[config.mk]
export PLATFORM = sky130hd
export DESIGN_NAME = i2c_sclgen
export DESIGN_NICKNAME = d
export VERILOG_FILES = /design/src/rtl/i2c_sclgen_pkg.sv /design/src/rtl/i2c_sclgen_sync.sv /design/src/rtl/i2c_sclgen_counter.sv /design/src/rtl/i2c_sclgen_arb.sv /design/src/rtl/i2c_sclgen.sv
export SDC_FILE = /design/constraint.sdc
export NUM_CORES = 1
export LEC_CHECK = 0
export BUFFER_PORTS_ARGS = -buffer_cell sky130_fd_sc_hd__buf_4
export CORE_MARGIN = 2
export CORE_UTILIZATION = 40
export DETAILED_ROUTE_END_ITERATION = 10
export RECOVER_POWER = 25
export SYNTH_ARGS = -nofsm -noshare
export SYNTH_HDL_FRONTEND = slang
export SYNTH_HIERARCHICAL = 1
export SYNTH_SLANG_ARGS = --single-unit
export TNS_END_PERCENT = 30
[constraint.sdc]
create_clock -name clk_i -period 5.5 [get_ports clk_i]
set_clock_uncertainty 0.15 [all_clocks]
set_input_delay 0.55 -clock clk_i [delete_from_list [all_inputs] [get_ports clk_i]]
set_output_delay 0.55 -clock clk_i [all_outputs]
set_load 0.01 [all_outputs]
[src/rtl/i2c_sclgen_pkg.sv]
package i2c_sclgen_pkg;
  typedef enum logic [2:0] {
    ST_IDLE = 3'd0,
    ST_LOW  = 3'd1,
    ST_REL  = 3'd2,
    ST_HIGH = 3'd3,
    ST_LOST = 3'd4
  } phase_e;
endpackage

[src/rtl/i2c_sclgen_sync.sv]
module i2c_sclgen_sync #(
  parameter int   W       = 2,
  parameter logic RST_VAL = 1'b1
) (
  input  logic         clk_i,
  input  logic         rst_ni,
  input  logic [W-1:0] d_i,
  output logic [W-1:0] q_o
);
  for (genvar b = 0; b < W; b++) begin : g_bit
    logic s1_q, s2_q;
    always_ff @(posedge clk_i or negedge rst_ni) begin
      if (!rst_ni) begin
        s1_q <= RST_VAL;
        s2_q <= RST_VAL;
      end else begin
        s1_q <= d_i[b];
        s2_q <= s1_q;
      end
    end
    assign q_o[b] = s2_q;
  end
endmodule

[src/rtl/i2c_sclgen_counter.sv]
module i2c_sclgen_counter #(
  parameter int CNT_W = 12
) (
  input  logic             clk_i,
  input  logic             rst_ni,
  input  logic             load_i,
  input  logic [CNT_W-1:0] val_i,
  output logic             zero_o,
  output logic             err_o
);
  localparam logic [CNT_W-1:0] MinVal = CNT_W'(2);

  logic [CNT_W-1:0] cnt_q;
  logic             err_q;
  logic             bad;

  assign bad = (val_i < MinVal);

  always_ff @(posedge clk_i or negedge rst_ni) begin
    if (!rst_ni) begin
      cnt_q <= '0;
      err_q <= 1'b0;
    end else if (load_i) begin
      cnt_q <= bad ? MinVal : val_i;
      err_q <= bad;
    end else if (cnt_q != '0) begin
      cnt_q <= cnt_q - 1'b1;
    end
  end

  assign zero_o = (cnt_q == '0);
  assign err_o  = err_q;

  p_count_down_r2: assert property (@(posedge clk_i) disable iff (!rst_ni)
    (!load_i && cnt_q != '0) |=> cnt_q == $past(cnt_q) - 1'b1);
  p_hold_zero_r5: assert property (@(posedge clk_i) disable iff (!rst_ni)
    (!load_i && cnt_q == '0) |=> cnt_q == '0);
  p_min_load_r4: assert property (@(posedge clk_i) disable iff (!rst_ni)
    load_i |=> cnt_q >= MinVal);
endmodule

[src/rtl/i2c_sclgen_arb.sv]
module i2c_sclgen_arb (
  input  logic clk_i,
  input  logic rst_ni,
  input  logic in_high_i,
  input  logic scl_s_i,
  input  logic sda_rel_i,
  input  logic sda_s_i,
  output logic lose_o,
  output logic irq_o
);
  logic irq_q;

  // released SDA read low while SCL high: another master wins
  assign lose_o = in_high_i & scl_s_i & sda_rel_i & ~sda_s_i;

  always_ff @(posedge clk_i or negedge rst_ni) begin
    if (!rst_ni) irq_q <= 1'b0;
    else         irq_q <= lose_o;
  end

  assign irq_o = irq_q;

  p_irq_single_r6: assert property (@(posedge clk_i) disable iff (!rst_ni)
    irq_q |=> !irq_q);
endmodule

[src/rtl/i2c_sclgen.sv]
module i2c_sclgen
  import i2c_sclgen_pkg::*;
#(
  parameter int CNT_W = 12
) (
  input  logic             clk_i,
  input  logic             rst_ni,
  input  logic             run_i,
  input  logic [CNT_W-1:0] reload_i,
  input  logic             sda_out_i,
  input  logic             scl_i,
  input  logic             sda_i,
  output logic             scl_oe_o,
  output logic             sda_oe_o,
  output logic             bcol_irq_o,
  output logic             arb_lost_o,
  output logic             reload_err_o
);
  localparam int LineW = 2;

  phase_e           st_q, st_d;
  logic [LineW-1:0] line_s;
  logic             scl_s, sda_s;
  logic             zero, load, lose;

  i2c_sclgen_sync #(.W(LineW), .RST_VAL(1'b1)) u_sync (
    .clk_i (clk_i),
    .rst_ni(rst_ni),
    .d_i   ({sda_i, scl_i}),
    .q_o   (line_s)
  );
  assign scl_s = line_s[0];
  assign sda_s = line_s[1];

  i2c_sclgen_counter #(.CNT_W(CNT_W)) u_cnt (
    .clk_i (clk_i),
    .rst_ni(rst_ni),
    .load_i(load),
    .val_i (reload_i),
    .zero_o(zero),
    .err_o (reload_err_o)
  );

  i2c_sclgen_arb u_arb (
    .clk_i    (clk_i),
    .rst_ni   (rst_ni),
    .in_high_i(st_q == ST_HIGH),
    .scl_s_i  (scl_s),
    .sda_rel_i(sda_out_i),
    .sda_s_i  (sda_s),
    .lose_o   (lose),
    .irq_o    (bcol_irq_o)
  );

  always_comb begin
    st_d = st_q;
    load = 1'b0;
    if (!run_i) begin
      st_d = ST_IDLE;
    end else begin
      unique case (st_q)
        ST_IDLE: begin
          st_d = ST_LOW;
          load = 1'b1;
        end
        ST_LOW:  if (zero) st_d = ST_REL;
        ST_REL:  if (scl_s) begin  // reload only once the bus is seen high
          st_d = ST_HIGH;
          load = 1'b1;
        end
        ST_HIGH: begin
          if (lose) begin
            st_d = ST_LOST;
          end else if (zero) begin
            st_d = ST_LOW;
            load = 1'b1;
          end
        end
        ST_LOST: st_d = ST_LOST;
        default: st_d = ST_IDLE;
      endcase
    end
  end

  always_ff @(posedge clk_i or negedge rst_ni) begin
    if (!rst_ni) st_q <= ST_IDLE;
    else         st_q <= st_d;
  end

  assign scl_oe_o   = (st_q == ST_LOW);
  assign sda_oe_o   = (st_q != ST_IDLE) && (st_q != ST_LOST) && !sda_out_i;
  assign arb_lost_o = (st_q == ST_LOST);

  p_release_wait_r3: assert property (@(posedge clk_i) disable iff (!rst_ni)
    (st_q == ST_REL && !scl_s && run_i) |=> st_q == ST_REL);
  p_lost_irq_r6: assert property (@(posedge clk_i) disable iff (!rst_ni)
    $rose(arb_lost_o) |-> bcol_irq_o);
  p_idle_release_r8: assert property (@(posedge clk_i) disable iff (!rst_ni)
    !run_i |=> !scl_oe_o && !arb_lost_o);
  p_sda_follow_r7: assert property (@(posedge clk_i) disable iff (!rst_ni)
    (sda_oe_o) |-> !sda_out_i && run_i);
endmodule

==> results.json <==
{
  "num_rows": 19,
  "dp_slack_ps": 2213,
  "max_freq_mhz": 302.0,
  "end_kind": "flop",
  "die_area_sq_um": 3434,
  "drive_gt1_frac": 0.3022,
  "diodes": 0,
  "r2r_cells": 8,
  "clkSinkCount": 21,
  "p_sw_w": 0.0001435,
  "slowest_stage": "a21oi_2",
  "period_needed_ps": 3311,
  "async_flop_share": 1.000,
  "power_w": 0.0004168,
  "startpoint": "u_cnt/cnt_q[0]",
  "portBuffers": 22,
  "outcome": "complete, no violations",
  "fin_tns_setup_ps": 0,
  "worst-slew-pin-transition_ps": 1119,
  "placed_area_sq_um": 1348,
  "die_w_um": 58.60,
  "drv_slew": 0,
  "grt.overflow.total": 0,
  "netlist_area_sq_um": 1192,
  "crit_arrival_ps": 3370,
  "p_leak_nw": 0.5935,
  "synthFlopType": "dfrtp_1",
  "io_pins": 23,
  "core-area_sq_um": 2805,
  "power_frac_comb": 0.287,
  "grt_pass1_wl_um": 4257,
  "drc": 0,
  "nets": 160,
  "reg2reg_from": "u_cnt/cnt_q[0]",
  "slew_headroom": 0.2537,
  "cts_root_buf": "clkbuf_4",
  "syn_area_per_cell_sq_um": 9.937,
  "cts_resized": 0,
  "synth-edff-count": 0,
  "vias_per_cell": 5.724,
  "first_pass_iters": 4,
  "start_util": 0.4251,
  "power_density_nw_per_um2": 302.0,
  "gp_congestion": 0.7556,
  "grt_max_degree": 29,
  "worstSetupPathType": "reg -> reg",
  "layout_common_cells": "buf_4, dfrtp_1, nand2_1",
  "num_vias": 973,
  "p_int_w": 0.0002733,
  "clockBufferDepth": 2,
  "switching_share": 0.3443,
  "antenna_found_initial": 0,
  "pwr-share-seq": 0.534,
  "syn_inst": 120,
  "hold_viol": 0,
  "ys_seq_area_frac": 0.4449,
  "crit_path_max_fanout": 28,
  "syn2layout_area_growth_pct": 15.74,
  "tritoncts": "built",
  "fin_crit_sh": 0.6020,
  "finalSetupViolations": 0,
  "ff2ff_setup_slack_ps": 2190,
  "crit_path_start_kind": "flop",
  "peakVddDrop_mv": 0.1541,
  "clk-insertion-delay-late_ps": 310,
  "ys_types": 42,
  "r2r_end": "u_cnt/cnt_q[10]",
  "grtUsageTotal": 0.1624,
  "die_h_um": 58.60,
  "fin_area_sq_um": 1380,
  "setup_ws_ps": 2189,
  "numCtsBuffers": 3,
  "wl_um": 2464,
  "drt_iter0_markers": 30,
  "p_clk_frac": 0.179,
  "synth_nets": 140,
  "layout_commonest_cell": "buf_4",
  "fin_util": 0.4920,
  "clk_pin_slew_ps": 120,
  "cap_violations": 0,
  "endpoint": "u_cnt/cnt_q[10]",
  "ys_ff_latch": 21,
  "cp_cell_sequence": "inv_1, ha_1, nor4b_2, and3_1, nand4b_1, a21oi_2, nor2b_1, a221o_1",
  "rsz0062_at_grt": "false",
  "max_stage_delay_ps": 880,
  "ant_nets": 0,
  "yosys_warnings": 6,
  "grt_pass1_vias": 923,
  "critPathRequiredTime_ps": 5550,
  "htreeDepth": 1,
  "dp_hpwl_um": 1817,
  "wl_per_cell_um": 14.49,
  "hold_class": "in -> reg"
}
## state kept, by name, indices dropped and copies added, names as in the netlist
signal and cells:
st_q 3, u_arb/irq_o 1, u_cnt/cnt_q 12, u_cnt/err_o 1, u_sync/g_bit.s1_q 2, u_sync/g_bit.s2_q 2
## cells in the mapped netlist, types with 2 or more instances
| library cell | count | area (sq um) |
|---|---|---|
| nor2_1 | 8 | 30.03 |
| nor3b_1 | 3 | 22.52 |
| nor3_1 | 2 | 10.01 |
| and3_1 | 3 | 18.77 |
| nor4_1 | 4 | 25.02 |
| a21oi_1 | 7 | 35.03 |
| dfrtp_1 | 17 | 425.4 |
| nand4b_1 | 2 | 17.52 |
| nand2_1 | 11 | 41.29 |
| o31ai_1 | 4 | 30.03 |
| clkbuf_1 | 3 | 11.26 |
| mux2_2 | 3 | 33.78 |
| inv_1 | 6 | 22.52 |
| o21ai_0 | 6 | 30.03 |
| dfstp_2 | 4 | 105.1 |
| ha_1 | 2 | 25.02 |
| xnor2_1 | 4 | 35.03 |
| nand2b_1 | 2 | 12.51 |
| buf_4 | 4 | 30.03 |
| nand3_1 | 3 | 15.01 |
## how the worst min path moves through the flow
stage | depth (start not counted) | slack (ps) | from | end
floorplan | 0 | 100 | rst_ni | st_q[0]
global placement | 0 | 200 | u_sync/g_bit[0].s1_q | u_sync/g_bit[0].s2_q
detailed placement | 0 | 200 | u_sync/g_bit[1].s1_q | u_sync/g_bit[1].s2_q
CTS | 1 | 180 | scl_i | u_sync/g_bit[0].s1_q
global route | 1 | 180 | scl_i | u_sync/g_bit[0].s1_q
finish | 1 | 190 | scl_i | u_sync/g_bit[0].s1_q
## power by group through the flow
stage	logic, W	registers (W)	clock network (W)
5_1_grt	0.000134	0.000227	0.0000840
3_5_place_dp	0.000116	0.000225	0
6_report	0.000119	0.000223	0.0000748
4_1_cts	0.000119	0.000222	0.0000787
2_1_floorplan	0.0000990	0.000211	0
3_3_place_gp	0.000114	0.000223	0
## metal layers
layer  vias up  global-route usage  share of wire
met5         -                   0              0
met3         5             0.01978          0.042
met2        28              0.2552           0.47
li1        467                   -              -
met4         0             0.06818          0.019
met1       473              0.2270           0.47
## worst max-delay path: cells and delay by family (launching register included)
kind,cells,cell delay [ps]
compound gates,2,1230
simple gates,4,1060
flops,1,430
fa+ha+maj,1,190
buf+inv,1,140
## logic make-up after synthesis
| kind of cell | Yosys count | share of synthesized area |
|---|---|---|
| adder cells (fa/ha/maj) | 2 | 0.02098 |
| buffers and inverters | 14 | 0.06296 |
| XOR/XNOR | 5 | 0.03672 |
| AND/OR/NAND/NOR | 49 | 0.2529 |
| flip-flops | 21 | 0.4449 |
| multiplexers | 4 | 0.03672 |
| AO/OA/AOI/OAI | 25 | 0.1448 |
## layout make-up
cell class,count,area (sq um)
Sequential cell,21,530.5
Timing Repair Buffer,23,171.4
Fill cell,271,1425
Inverter,6,22.52
Tap cell,31,38.79
Clock buffer,4,26.28
Multi-Input combinational cell,85,590.6
## through the flow
stage               instances  hold slack (ps)
floorplan                 120            104.4
global placement          165            196.4
detailed placement        165            197.3
CTS                       170            181.7
global route              170            176.0
finish                    170            194.2
## timing repair
item                                   4_1_cts  5_1_grt
endpoints found under the hold margin       17        0
hold buffers                                 1        0
setup buffers                                0        0
(Power assumes the default switching activity.)
